File: src/rtl/hiccup_pkg.sv
package hiccup_pkg;
  timeunit 1ns;
  timeprecision 100ps;

  // Strobes from the sequencing control to the counter datapath.
  typedef struct packed {
    logic countEn;   // evaluate the ended switching cycle
    logic clrOc;     // drop the overcurrent count and flag
    logic clrWait;   // restart the hiccup wait
    logic waitStep;  // advance the hiccup wait by one cycle
  } ctlStrb_t;

  typedef enum logic {ST_RUN = 1'b0, ST_HICCUP = 1'b1} supState_t;
endpackage

File: src/rtl/hiccup_dp.sv
module hiccup_dp
  import hiccup_pkg::*;
#(
  parameter int OC_TRIP        = 8,
  parameter int SS_CYCLES      = 256,
  parameter int HICCUP_PERIODS = 4,
  parameter int TEMP_W         = 8,
  parameter int TEMP_HOT       = 150,
  parameter int TEMP_COOL      = 130,
  localparam int CNT_W         = $clog2(OC_TRIP + 1),
  localparam int WAIT_LEN      = HICCUP_PERIODS * SS_CYCLES,
  localparam int WAIT_W        = $clog2(WAIT_LEN + 1)
) (
  input  logic              clk,
  input  logic              rstN,
  input  logic              cycleStrobe,
  input  logic              ocDet,
  input  logic [TEMP_W-1:0] tempCode,
  input  ctlStrb_t          ctl,
  output logic              ocHit,
  output logic [CNT_W-1:0]  ocCnt,
  output logic              ocFlag,
  output logic              waitLast,
  output logic              hot
);
  timeunit 1ns;
  timeprecision 100ps;

  logic              ocSeen;
  logic [WAIT_W-1:0] waitCnt;
  logic              tooHot;
  logic              coolEnough;

  assign ocHit      = ocSeen | ocDet;
  assign waitLast   = (waitCnt == WAIT_W'(WAIT_LEN - 1));
  assign tooHot     = (tempCode >= TEMP_W'(TEMP_HOT));
  assign coolEnough = (tempCode <  TEMP_W'(TEMP_COOL));

  always_ff @(posedge clk or negedge rstN) begin
    if (!rstN) begin
      ocSeen  <= 1'b0;
      ocCnt   <= '0;
      ocFlag  <= 1'b0;
      waitCnt <= '0;
      hot     <= 1'b0;
    end else begin
      ocSeen <= cycleStrobe ? 1'b0 : ocHit;

      if (ctl.clrOc) begin
        ocCnt  <= '0;
        ocFlag <= 1'b0;
      end else if (ctl.countEn) begin
        if (ocHit) begin
          if (ocCnt != CNT_W'(OC_TRIP)) ocCnt <= ocCnt + CNT_W'(1);
          ocFlag <= 1'b1;
        end else begin
          ocCnt  <= '0;
          ocFlag <= 1'b0;
        end
      end

      if (ctl.clrWait)       waitCnt <= '0;
      else if (ctl.waitStep) waitCnt <= waitCnt + WAIT_W'(1);

      if (tooHot)          hot <= 1'b1;
      else if (coolEnough) hot <= 1'b0;
    end
  end

  AST_CUT_HOLD: assert property (@(posedge clk) disable iff (!rstN)
    (ocDet && !cycleStrobe) |=> ocSeen);
  AST_CNT_CAP: assert property (@(posedge clk) disable iff (!rstN)
    ocCnt <= CNT_W'(OC_TRIP));
  AST_FLAG_CNT: assert property (@(posedge clk) disable iff (!rstN)
    ocFlag == (ocCnt != '0));
  AST_HOT_SET: assert property (@(posedge clk) disable iff (!rstN)
    tooHot |=> hot);
  AST_HOT_CLR: assert property (@(posedge clk) disable iff (!rstN)
    coolEnough |=> !hot);
endmodule

File: src/rtl/hiccup_ctl.sv
module hiccup_ctl
  import hiccup_pkg::*;
#(
  parameter int OC_TRIP  = 8,
  parameter int OC_EARLY = 4,
  localparam int CNT_W   = $clog2(OC_TRIP + 1)
) (
  input  logic             clk,
  input  logic             rstN,
  input  logic             cycleStrobe,
  input  logic             uvDet,
  input  logic             ssDone,
  input  logic             ocHit,
  input  logic [CNT_W-1:0] ocCnt,
  input  logic             ocFlag,
  input  logic             waitLast,
  input  logic             hot,
  output ctlStrb_t         ctl,
  output logic             inHiccup,
  output logic             ssRestart
);
  timeunit 1ns;
  timeprecision 100ps;

  supState_t state;
  logic      hotPrev;
  logic      running;
  logic      countEn;
  logic      ocTrip;
  logic      uvTrip;
  logic      trip;
  logic      leave;

  always_comb begin
    running = (state == ST_RUN);
    countEn = running && cycleStrobe && !hot;
    ocTrip  = countEn && ocHit && (ocCnt == CNT_W'(OC_TRIP - 1));
    uvTrip  = running && !hot && ssDone && uvDet &&
              (!ocFlag || (ocCnt < CNT_W'(OC_EARLY)));
    trip    = ocTrip || uvTrip;
    leave   = !running && cycleStrobe && waitLast;

    ctl.countEn  = countEn;
    ctl.clrOc    = hot || leave;
    ctl.clrWait  = trip;
    ctl.waitStep = !running && cycleStrobe && !waitLast;
  end

  assign inHiccup = (state == ST_HICCUP);

  always_ff @(posedge clk or negedge rstN) begin
    if (!rstN) begin
      state     <= ST_RUN;
      hotPrev   <= 1'b0;
      ssRestart <= 1'b0;
    end else begin
      if (trip)       state <= ST_HICCUP;
      else if (leave) state <= ST_RUN;
      hotPrev   <= hot;
      ssRestart <= leave || (running && hotPrev && !hot);
    end
  end

  AST_UV_TRIP: assert property (@(posedge clk) disable iff (!rstN)
    (running && !hot && ssDone && uvDet && !ocFlag) |=> inHiccup);
  AST_UV_MASK: assert property (@(posedge clk) disable iff (!rstN)
    (running && !ssDone && !(cycleStrobe && ocHit)) |=> !inHiccup);
  AST_HICCUP_HOLD: assert property (@(posedge clk) disable iff (!rstN)
    (inHiccup && !cycleStrobe) |=> inHiccup);
  AST_RESTART_ONE: assert property (@(posedge clk) disable iff (!rstN)
    ssRestart |=> !ssRestart);
endmodule

File: src/rtl/hiccup_guard.sv
module hiccup_guard
  import hiccup_pkg::*;
#(
  parameter int OC_TRIP        = 8,
  parameter int OC_EARLY       = 4,
  parameter int SS_CYCLES      = 256,
  parameter int HICCUP_PERIODS = 4,
  parameter int TEMP_W         = 8,
  parameter int TEMP_HOT       = 150,
  parameter int TEMP_COOL      = 130,
  localparam int CNT_W         = $clog2(OC_TRIP + 1)
) (
  input  logic              clk,
  input  logic              rstN,
  input  logic              cycleStrobe,
  input  logic              ocDet,
  input  logic              uvDet,
  input  logic              ssDone,
  input  logic [TEMP_W-1:0] tempCode,
  output logic              hsCut,
  output logic              regOff,
  output logic              enPullLow,
  output logic              ssRestart,
  output logic              ocFlag
);
  timeunit 1ns;
  timeprecision 100ps;

  ctlStrb_t         ctl;
  logic             ocHit;
  logic [CNT_W-1:0] ocCnt;
  logic             waitLast;
  logic             hot;
  logic             inHiccup;

  hiccup_dp #(
    .OC_TRIP(OC_TRIP), .SS_CYCLES(SS_CYCLES), .HICCUP_PERIODS(HICCUP_PERIODS),
    .TEMP_W(TEMP_W), .TEMP_HOT(TEMP_HOT), .TEMP_COOL(TEMP_COOL)
  ) u_dp (
    .clk(clk), .rstN(rstN), .cycleStrobe(cycleStrobe), .ocDet(ocDet),
    .tempCode(tempCode), .ctl(ctl), .ocHit(ocHit), .ocCnt(ocCnt),
    .ocFlag(ocFlag), .waitLast(waitLast), .hot(hot)
  );

  hiccup_ctl #(.OC_TRIP(OC_TRIP), .OC_EARLY(OC_EARLY)) u_ctl (
    .clk(clk), .rstN(rstN), .cycleStrobe(cycleStrobe), .uvDet(uvDet),
    .ssDone(ssDone), .ocHit(ocHit), .ocCnt(ocCnt), .ocFlag(ocFlag),
    .waitLast(waitLast), .hot(hot), .ctl(ctl), .inHiccup(inHiccup),
    .ssRestart(ssRestart)
  );

  assign regOff    = inHiccup | hot;
  assign enPullLow = inHiccup;
  assign hsCut     = ocHit | regOff;
endmodule

File: config.mk
export PLATFORM = sky130hd
export DESIGN_NAME = hiccup_guard
export DESIGN_NICKNAME = d
export VERILOG_FILES = /design/src/rtl/hiccup_pkg.sv /design/src/rtl/hiccup_dp.sv /design/src/rtl/hiccup_ctl.sv /design/src/rtl/hiccup_guard.sv
export SDC_FILE = /design/constraint.sdc
export NUM_CORES = 1
export LEC_CHECK = 0
export BUFFER_PORTS_ARGS = -buffer_cell sky130_fd_sc_hd__buf_2
export CAP_MARGIN = 15
export CORE_MARGIN = 4
export CORE_UTILIZATION = 60
export CTS_BUF_LIST = sky130_fd_sc_hd__clkbuf_8
export DETAILED_ROUTE_END_ITERATION = 16
export PLACE_DENSITY = 0.82
export SLEW_MARGIN = 25
export SYNTH_ARGS = -nofsm -noshare
export SYNTH_HDL_FRONTEND = slang
export SYNTH_SLANG_ARGS = --single-unit
File: constraint.sdc
create_clock -name clk -period 3.35 [get_ports clk]
set_input_delay 0.335 -clock clk [delete_from_list [all_inputs] [get_ports clk]]
set_output_delay 0.335 -clock clk [all_outputs]
set_load 0.005 [all_outputs]
==> impl_results.md, run 1 <==
* Status: finished clean
* Post-Syn Area per Cell at just under 10 sq um
* Leak Pwr at ~0.00056 uW
* Clk sinks at 21
* Dominant synthesized flop cell: dfrtp_1
* CTS root buf: clkbuf_8
* Die ar. at 0.00262 sq mm
* Clock transition at path regs at roughly 0.08 ns
* DR iter-0 viols at 34
* Starting Density at 0.642
* Number of synthesized flops with an enable pin at 0
* PostCTS Resize Cnt at 0
* Post-DRT Antenna Nets at 0
* CTS Hold Bufs at 0
* Row cnt at 15
* Mapped Area at 0.00112 sq mm
* Crit end category: flop
* Commonest non-fill, non-tap cells in the layout: dfrtp_1 (21), buf_2 (17), nor2_1 (16)
* Yosys top cell area share at 0.469
* Final Skew at 0.00145 ns
* Htree depth at 1
* Total wire length after detailed routing at 2320 microns
* Post-Layout Cell Count at between 150 and 200
* Number of cells produced by synthesis at between 100 and 150
* GP Congestion at 0.796
* Startpoint Class: flop
* Largest net degree at the start of global routing at 22
* Min-delay worst type: input pin to asynchronous set/reset pin
* Sequential share of power at 0.544
* Worst slew margin at 0.527
* Max Slew Vio Count at 0
* Yosys top cell by area: dfrtp_1
* I/O pins at 19
* Max Fanout on Critical Path at 10
* Net Count, Synth at roughly 130
* Max-Cap Viols at 0
* Area Growth Syn to Fin at 14.0%
* Share of layout cells above drive strength 1 at 0.187
* Grt ovf at 0
* CP required at 3.52 ns
* GRT Total Usage at 0.198
* Commonest non-fill, non-tap cell in the layout: dfrtp_1
* RSZ-0062 raised after global routing: false
* I/O Buffers at 17
* Global-route wire length before repair at between 3000 and 4000 microns
* Psw at ~200 uW
* Sw Ratio at 0.319
* Pwr/cell area at roughly 500 mW/mm^2
* Die height at ~50 microns
* Internal at 426 uW
* Area contributors post-synth: dfrtp_1 (47%), nor2_1 (5.4%), o21ai_0 (4.0%)
* DRC violations left at 0
* Dpl cells at 155
* Post-DP HPWL at about 1700 microns
* CP Class: flop to flop
* Measured slew at the worst slew-check pin at about 0.71 ns
* Setup TNS after final layout at 0 ns
* FILL cells at 141
* Antenna violations before repair at 0
* Arrival time worst endpoint at 1.91 ns
* Core Box Area at around 0.0017 sq mm
* TritonCTS buffer count at 3
* CTS max path bufs at 2
* Vias in the first global route at between 900 and 1000
* Post-synth ARST share at 1.00
* Fmax at 575 MHz
* CTS tree: yes
* Peak VDD IR at between 0.3 and 0.4 mV
* Combinational power share at 0.191
* Wire per inst at about 15 microns
* Sequential area share after synthesis at 0.469
* Latest clock arrival within the worst-skew pair at 0.26 ns
* Die X at a little over 50 microns
* Crit path time final at roughly 1.7 ns
* Distinct cells, synth at 35
* Vias/cell at a little over 6
* Final period util at 0.519
* Synth Register Bits at 21
* Post-CTS Setup Inserts at 0
* 1st-pass router iterations at 4
* Clock power frac at 0.265
* DR vias at roughly 960
* # nets final at 152
* Fin. Hold Viols at 0
* Antenna Cells at 0
* # setup viols final at 0
* Number of synthesis warnings at 0
[synthesized netlist by cell type, types with 2 or more instances]
library cell  count
a211oi_1          2
a21oi_1           5
a311oi_1          2
a32oi_1           2
and3_1            4
and4_1            2
dfrtp_1          21
ha_1              3
inv_1             6
mux2i_1           3
nand2_1           6
nand3_1           3
nand3b_1          3
nand4_1           2
nor2_1           16
nor3_1            4
o21ai_0           9
o221ai_1          2
or3_1             2
xor2_1            2
[layout make-up]
cell class / count / area [sq um] / area share
clock buffer: 3 / 41.3 / 0.0324
clock inverter: 1 / 3.75 / 0.00294
inverter: 6 / 22.5 / 0.0176
multi-input combinational: 86 / 567 / 0.444
sequential: 21 / 526 / 0.412
tap: 25 / 31.3 / 0.0245
timing repair buffer: 17 / 85.1 / 0.0667
[power by group through the flow]
stage / clock network (uW) / logic [uW] / registers [uW]
4_1_cts: 166 / 120 / 338
3_5_place_dp: 0 / 119 / 343
5_1_grt: 181 / 138 / 348
6_report: 166 / 120 / 340
3_3_place_gp: 0 / 114 / 341
2_1_floorplan: 0 / 82.6 / 333
[path summary, 6_finish.rpt]
check                         startpoint               end  slack (ns)  depth (start not counted)
max                        u_dp.ocCnt[0]  u_dp.waitCnt[10]        1.61                          5
min                                 rstN   u_dp.waitCnt[8]        0.01                          1
max reg2reg                u_dp.ocCnt[0]  u_dp.waitCnt[10]        1.61                          5
min reg2reg                u_ctl.hotPrev   u_ctl.ssRestart        0.50                          2
max in group asynchronous           rstN   u_dp.waitCnt[5]        3.02                          1
min in group clk             tempCode[7]          u_dp.hot        0.33                          2
[through the flow]
step / instance area, sq um / hold slack [ns] / setup WS, ns / total power [uW] / utilization
floorplan: 1120 / 0.0394 / 1.86 / 416 / -
global placement: 1230 / 0.309 / 1.66 / 455 / 0.705
detailed placement: 1230 / 0.316 / 1.62 / 462 / 0.705
CTS: 1280 / 0.0354 / 1.61 / 624 / 0.731
global route: 1280 / 0.0513 / 1.47 / 667 / 0.731
finish: 1280 / 0.0139 / 1.61 / 625 / 0.731
[state kept, by name (all words and copies together), names as in the netlist]
name	flops
u_ctl.hotPrev	1
u_dp.waitCnt	11
u_ctl.inHiccup	1
u_dp.ocCnt	4
u_dp.ocSeen	1
u_ctl.ssRestart	1
u_dp.hot	1
u_dp.ocFlag	1
[worst max-delay path, stage by stage (launching register included)]
cell and delay [ns]:
dfrtp_1 0.42, ha_1 0.23, and3_1 0.17, a32oi_1 0.29, nor2_1 0.26, a311oi_1 0.28
[kinds of logic after synthesis]
group,Yosys count,share of synthesized area
AND/OR/NAND/NOR,48,0.246
AO/OA/AOI/OAI,30,0.184
flip-flops,21,0.469
buffers and inverters,7,0.0246
multiplexers,3,0.0268
adder cells (fa/ha/maj),3,0.0335
XOR/XNOR,2,0.0156
[per-layer routing]
| metal | track usage | share of wire |
|---|---|---|
| met4 | 0.0583 | 0.0095 |
| met1 | 0.270 | 0.47 |
| met3 | 0.0437 | 0.041 |
| met5 | 0 | 0 |
| met2 | 0.315 | 0.48 |
(Power assumes the default switching activity.)
==> inputs of run 2 (changes only) <==
--- a/config.mk
+++ b/config.mk
@@ -8,10 +8,10 @@
 export BUFFER_PORTS_ARGS = -buffer_cell sky130_fd_sc_hd__buf_2
 export CAP_MARGIN = 15
 export CORE_MARGIN = 4
-export CORE_UTILIZATION = 60
+export CORE_UTILIZATION = 51
 export CTS_BUF_LIST = sky130_fd_sc_hd__clkbuf_8
 export DETAILED_ROUTE_END_ITERATION = 16
-export PLACE_DENSITY = 0.82
+export PLACE_DENSITY = 0.74
 export SLEW_MARGIN = 25
 export SYNTH_ARGS = -nofsm -noshare
 export SYNTH_HDL_FRONTEND = slang
==> constraint.sdc (replaced) <==
create_clock -name clk -period 1.5 [get_ports clk]
set_input_delay 0.15 -clock clk [delete_from_list [all_inputs] [get_ports clk]]
set_output_delay 0.15 -clock clk [all_outputs]
set_load 0.005 [all_outputs]
==> run 2 against run 1 <==
Global-route usage up 3.8 points. Sequential power grew 120%. Die area up 15%. Via count up 21%. Worst setup slack worse by 1.7 ns. Cell area rose by 34%. Final cell count rose by 24%. Count of clock-buffer cells in the layout unchanged. Combinational power grew to 5.3 times the previous value. Sequential share of layout area fell by 10 points. Power increased to 2.8 times the previous value. The run now ends with setup timing left.
==> impl_results.md, run 2 (same netlist as run 1, synthesis figures left out) <==
* Status: finished, violations left
* Failing checks: setup timing
* R2r endpoint: u_dp.waitCnt[9]
* Share of layout cells above drive strength 1 at 0.476 (+0.290)
* R2R Setup Slk at -0.05 ns (-1.66 ns)
* Fmax at 645 MHz (+12%)
* Met3 Use GR at 0.0272 (-0.0165)
* Crit-path max cell delay at 0.48 ns (+0.06 ns)
* Die X at 54.9 microns (+7.1%)
* DR vias at 1158 (+21%)
* Post-DRT Antenna Nets at 0 (unchanged)
* Vias in the first global route at 1110 (+19%)
* Commonest non-fill, non-tap cells in the layout: buf_4 (30), dfrtp_1 (20), buf_2 (17)
* 1st-pass router iterations at 4 (unchanged)
* DR iter-0 viols at 47 (+38%)
* Row cnt at 16 (+1)
* Clock transition at path regs at 0.08 ns (about the same)
* CP required at 1.70 ns (-1.82 ns)
* Htree depth at 1 (unchanged)
* Pwr/cell area at 1020 mW/mm^2 (+110%)
* FILL cells at 100 (-29%)
* Power, Total at 1740 uW (+180%)
* Min-delay worst type: input pin to flop
* Area Growth Syn to Fin at 52.7%
* Crit end category: flop
* Latest clock arrival within the worst-skew pair at 0.26 ns (about the same)
* Largest registers: u_dp.waitCnt (11), u_dp.ocCnt (4)
* Min-delay src: tempCode[7]
* Dpl cells at 186 (+20%)
* Final instance area at 0.00171 sq mm (+34%)
* Crit path max-delay cell type: or4_4
* Antenna Cells at 0 (unchanged)
* GP Congestion at 0.842 (+5.8%)
* Post-DP HPWL at 2110 microns (+24%)
* Core Box Area at 0.00202 sq mm (+16%)
* Startpoint Class: flop
* Gr busiest metal: met2
* Biggest register: u_dp.waitCnt
* Fin. Hold Viols at 0 (unchanged)
* Leak Pwr at 0.000790 uW (+41%)
* I/O pins at 19 (unchanged)
* Final design utilization at 0.846 (+0.115)
* GRT Total Usage at 0.237 (+0.0383)
* Max Slew Vio Count at 0 (unchanged)
* CTS tree: yes
* DP Worst Slack at -0.199 ns (-1.82 ns)
* Total wire length after detailed routing at 3430 microns (+48%)
* # nets final at 188 (+24%)
* Die height at 54.9 microns (+7.1%)
* Arrival time worst endpoint at 1.75 ns (-0.16 ns)
* GR Layer Usage met2 at 0.406 (+0.0901)
* Reg2reg start: u_dp.waitCnt[1]
* TritonCTS buffer count at 3 (unchanged)
* Crit path time final at 1.55 ns (-0.190 ns)
* CP Class: flop to flop
* Worst slew margin at 0.680 (+0.154)
* Clk sinks at 21 (unchanged)
* Max-Cap Viols at 0 (unchanged)
* Commonest non-fill, non-tap cell in the layout: buf_4
* DP Area at 0.00145 sq mm (+18%)
* Antenna violations before repair at 0 (unchanged)
* Final Skew at 0.00502 ns (+0.00356 ns)
* R2R depth at 6 (+1)
* Critical-path cell list: ha_4 > nand3_4 > buf_6 > nor2_2 > or4_4 > a21oi_2
* Final WS setup at -0.0493 ns (-1.66 ns)
* Max reg flops at 11 (unchanged)
* Largest net degree at the start of global routing at 22 (unchanged)
* Met1 Resource Use GR at 0.294 (+0.0240)
* Peak VDD IR at 0.874 mV (+170%)
* Vias/cell at 5.88 (-2.5%)
* Final period util at 1.03 (+0.514)
* CTS root buf: clkbuf_8
* Starting Density at 0.554 (-0.0877)
* Global-route wire length before repair at 4940 microns (+28%)
* DRC violations left at 0 (unchanged)
* Measured slew at the worst slew-check pin at 0.479 ns (-0.228 ns)
* Worst hold path endpoint: u_dp.hot
* Post-Layout Cell Count at 197 (+24%)
* RSZ-0062 raised after global routing: true
* Grt ovf at 0 (unchanged)
* I/O Buffers at 17 (unchanged)
* # setup viols final at 3 (+3)
* Wire per inst at 17.4 microns (+19%)
* Max Fanout on Critical Path at 3 (-7)
* Hold path depth at 2
* Die ar. at 0.00301 sq mm (+15%)
* CTS max path bufs at 2 (unchanged)
==> run 2: changes by cell type in the layout (fill, tap and decap cells not counted), moves of 3 or more <==
cell | before | now
buf_4 | 0 | 30
buf_6 | 0 | 5
nor2_1 | 16 | 12
o21ai_0 | 9 | 5
nor2_2 | 0 | 3
o21ai_1 | 0 | 3
==> run 2: worst max path at each step <==
stage	startpoint	endpoint	slack [ns]	cells after the start
5_1_grt	u_dp.waitCnt[1]	u_dp.waitCnt[9]	-0.11	5
6_report	u_dp.waitCnt[1]	u_dp.waitCnt[9]	-0.05	6
4_1_cts	u_dp.waitCnt[1]	u_dp.waitCnt[9]	-0.01	6
3_3_place_gp	u_dp.ocCnt[0]	u_dp.waitCnt[9]	-0.10	6
2_1_floorplan	u_dp.ocCnt[0]	u_dp.waitCnt[10]	0.01	5
3_5_place_dp	u_dp.ocCnt[0]	u_dp.waitCnt[9]	-0.20	6
==> run 2: worst max-delay path: cells and delay by family (launching register included) <==
kind | cells | cell delay, ns
buf+inv | 1 | 0.10
fa+ha+maj | 1 | 0.19
flops | 1 | 0.43
simple gates | 3 | 0.61
compound gates | 1 | 0.14
==> run 2: final cells by class <==
type	count	area (sq um)	share of cell area
Multi-Input combinational cell	86	706	0.413
Sequential cell	21	527	0.308
Timing Repair Buffer	53	377	0.220
Clock buffer	3	41.3	0.0241
Tap cell	27	33.8	0.0198
Inverter	6	22.5	0.0132
Clock inverter	1	3.75	0.00219
==> run 2: layer usage <==
layer  routed length [microns]  vias up  part of all wire
met4                       125        0             0.036
met5                         0        -                 0
met1                      1490      554              0.43
li1                          -      539                 -
met2                      1640       53              0.48
met3                       177       12             0.052
==> run 2: through the flow <==
step / setup TNS (ns) / hold slack [ns]
CTS: -0.0125 / 0.125
global placement: -0.419 / 0.122
detailed placement: -1.19 / 0.131
global route: -0.522 / 0.123
finish: -0.0814 / 0.125
floorplan: 0 / -0.146
==> run 2: timing repair <==
action                                  in CTS  in global routing
endpoints found under the setup margin      17                 14
cloned                                       0                  0
hold buffers                                 1                  0
setup buffers                                1                  5
pin swaps                                    2                 15
gates resized for setup                     10                 28
hold endpoints to repair                    21                  0
==> run 2: power by group <==
| group | switching [uW] | total, uW | internal [uW] |
|---|---|---|---|
| Clock | 185 | 368 | 183 |
| Combinational | 310 | 632 | 322 |
| Sequential | 89.6 | 739 | 650 |
| Total | 585 | 1740 | 1150 |
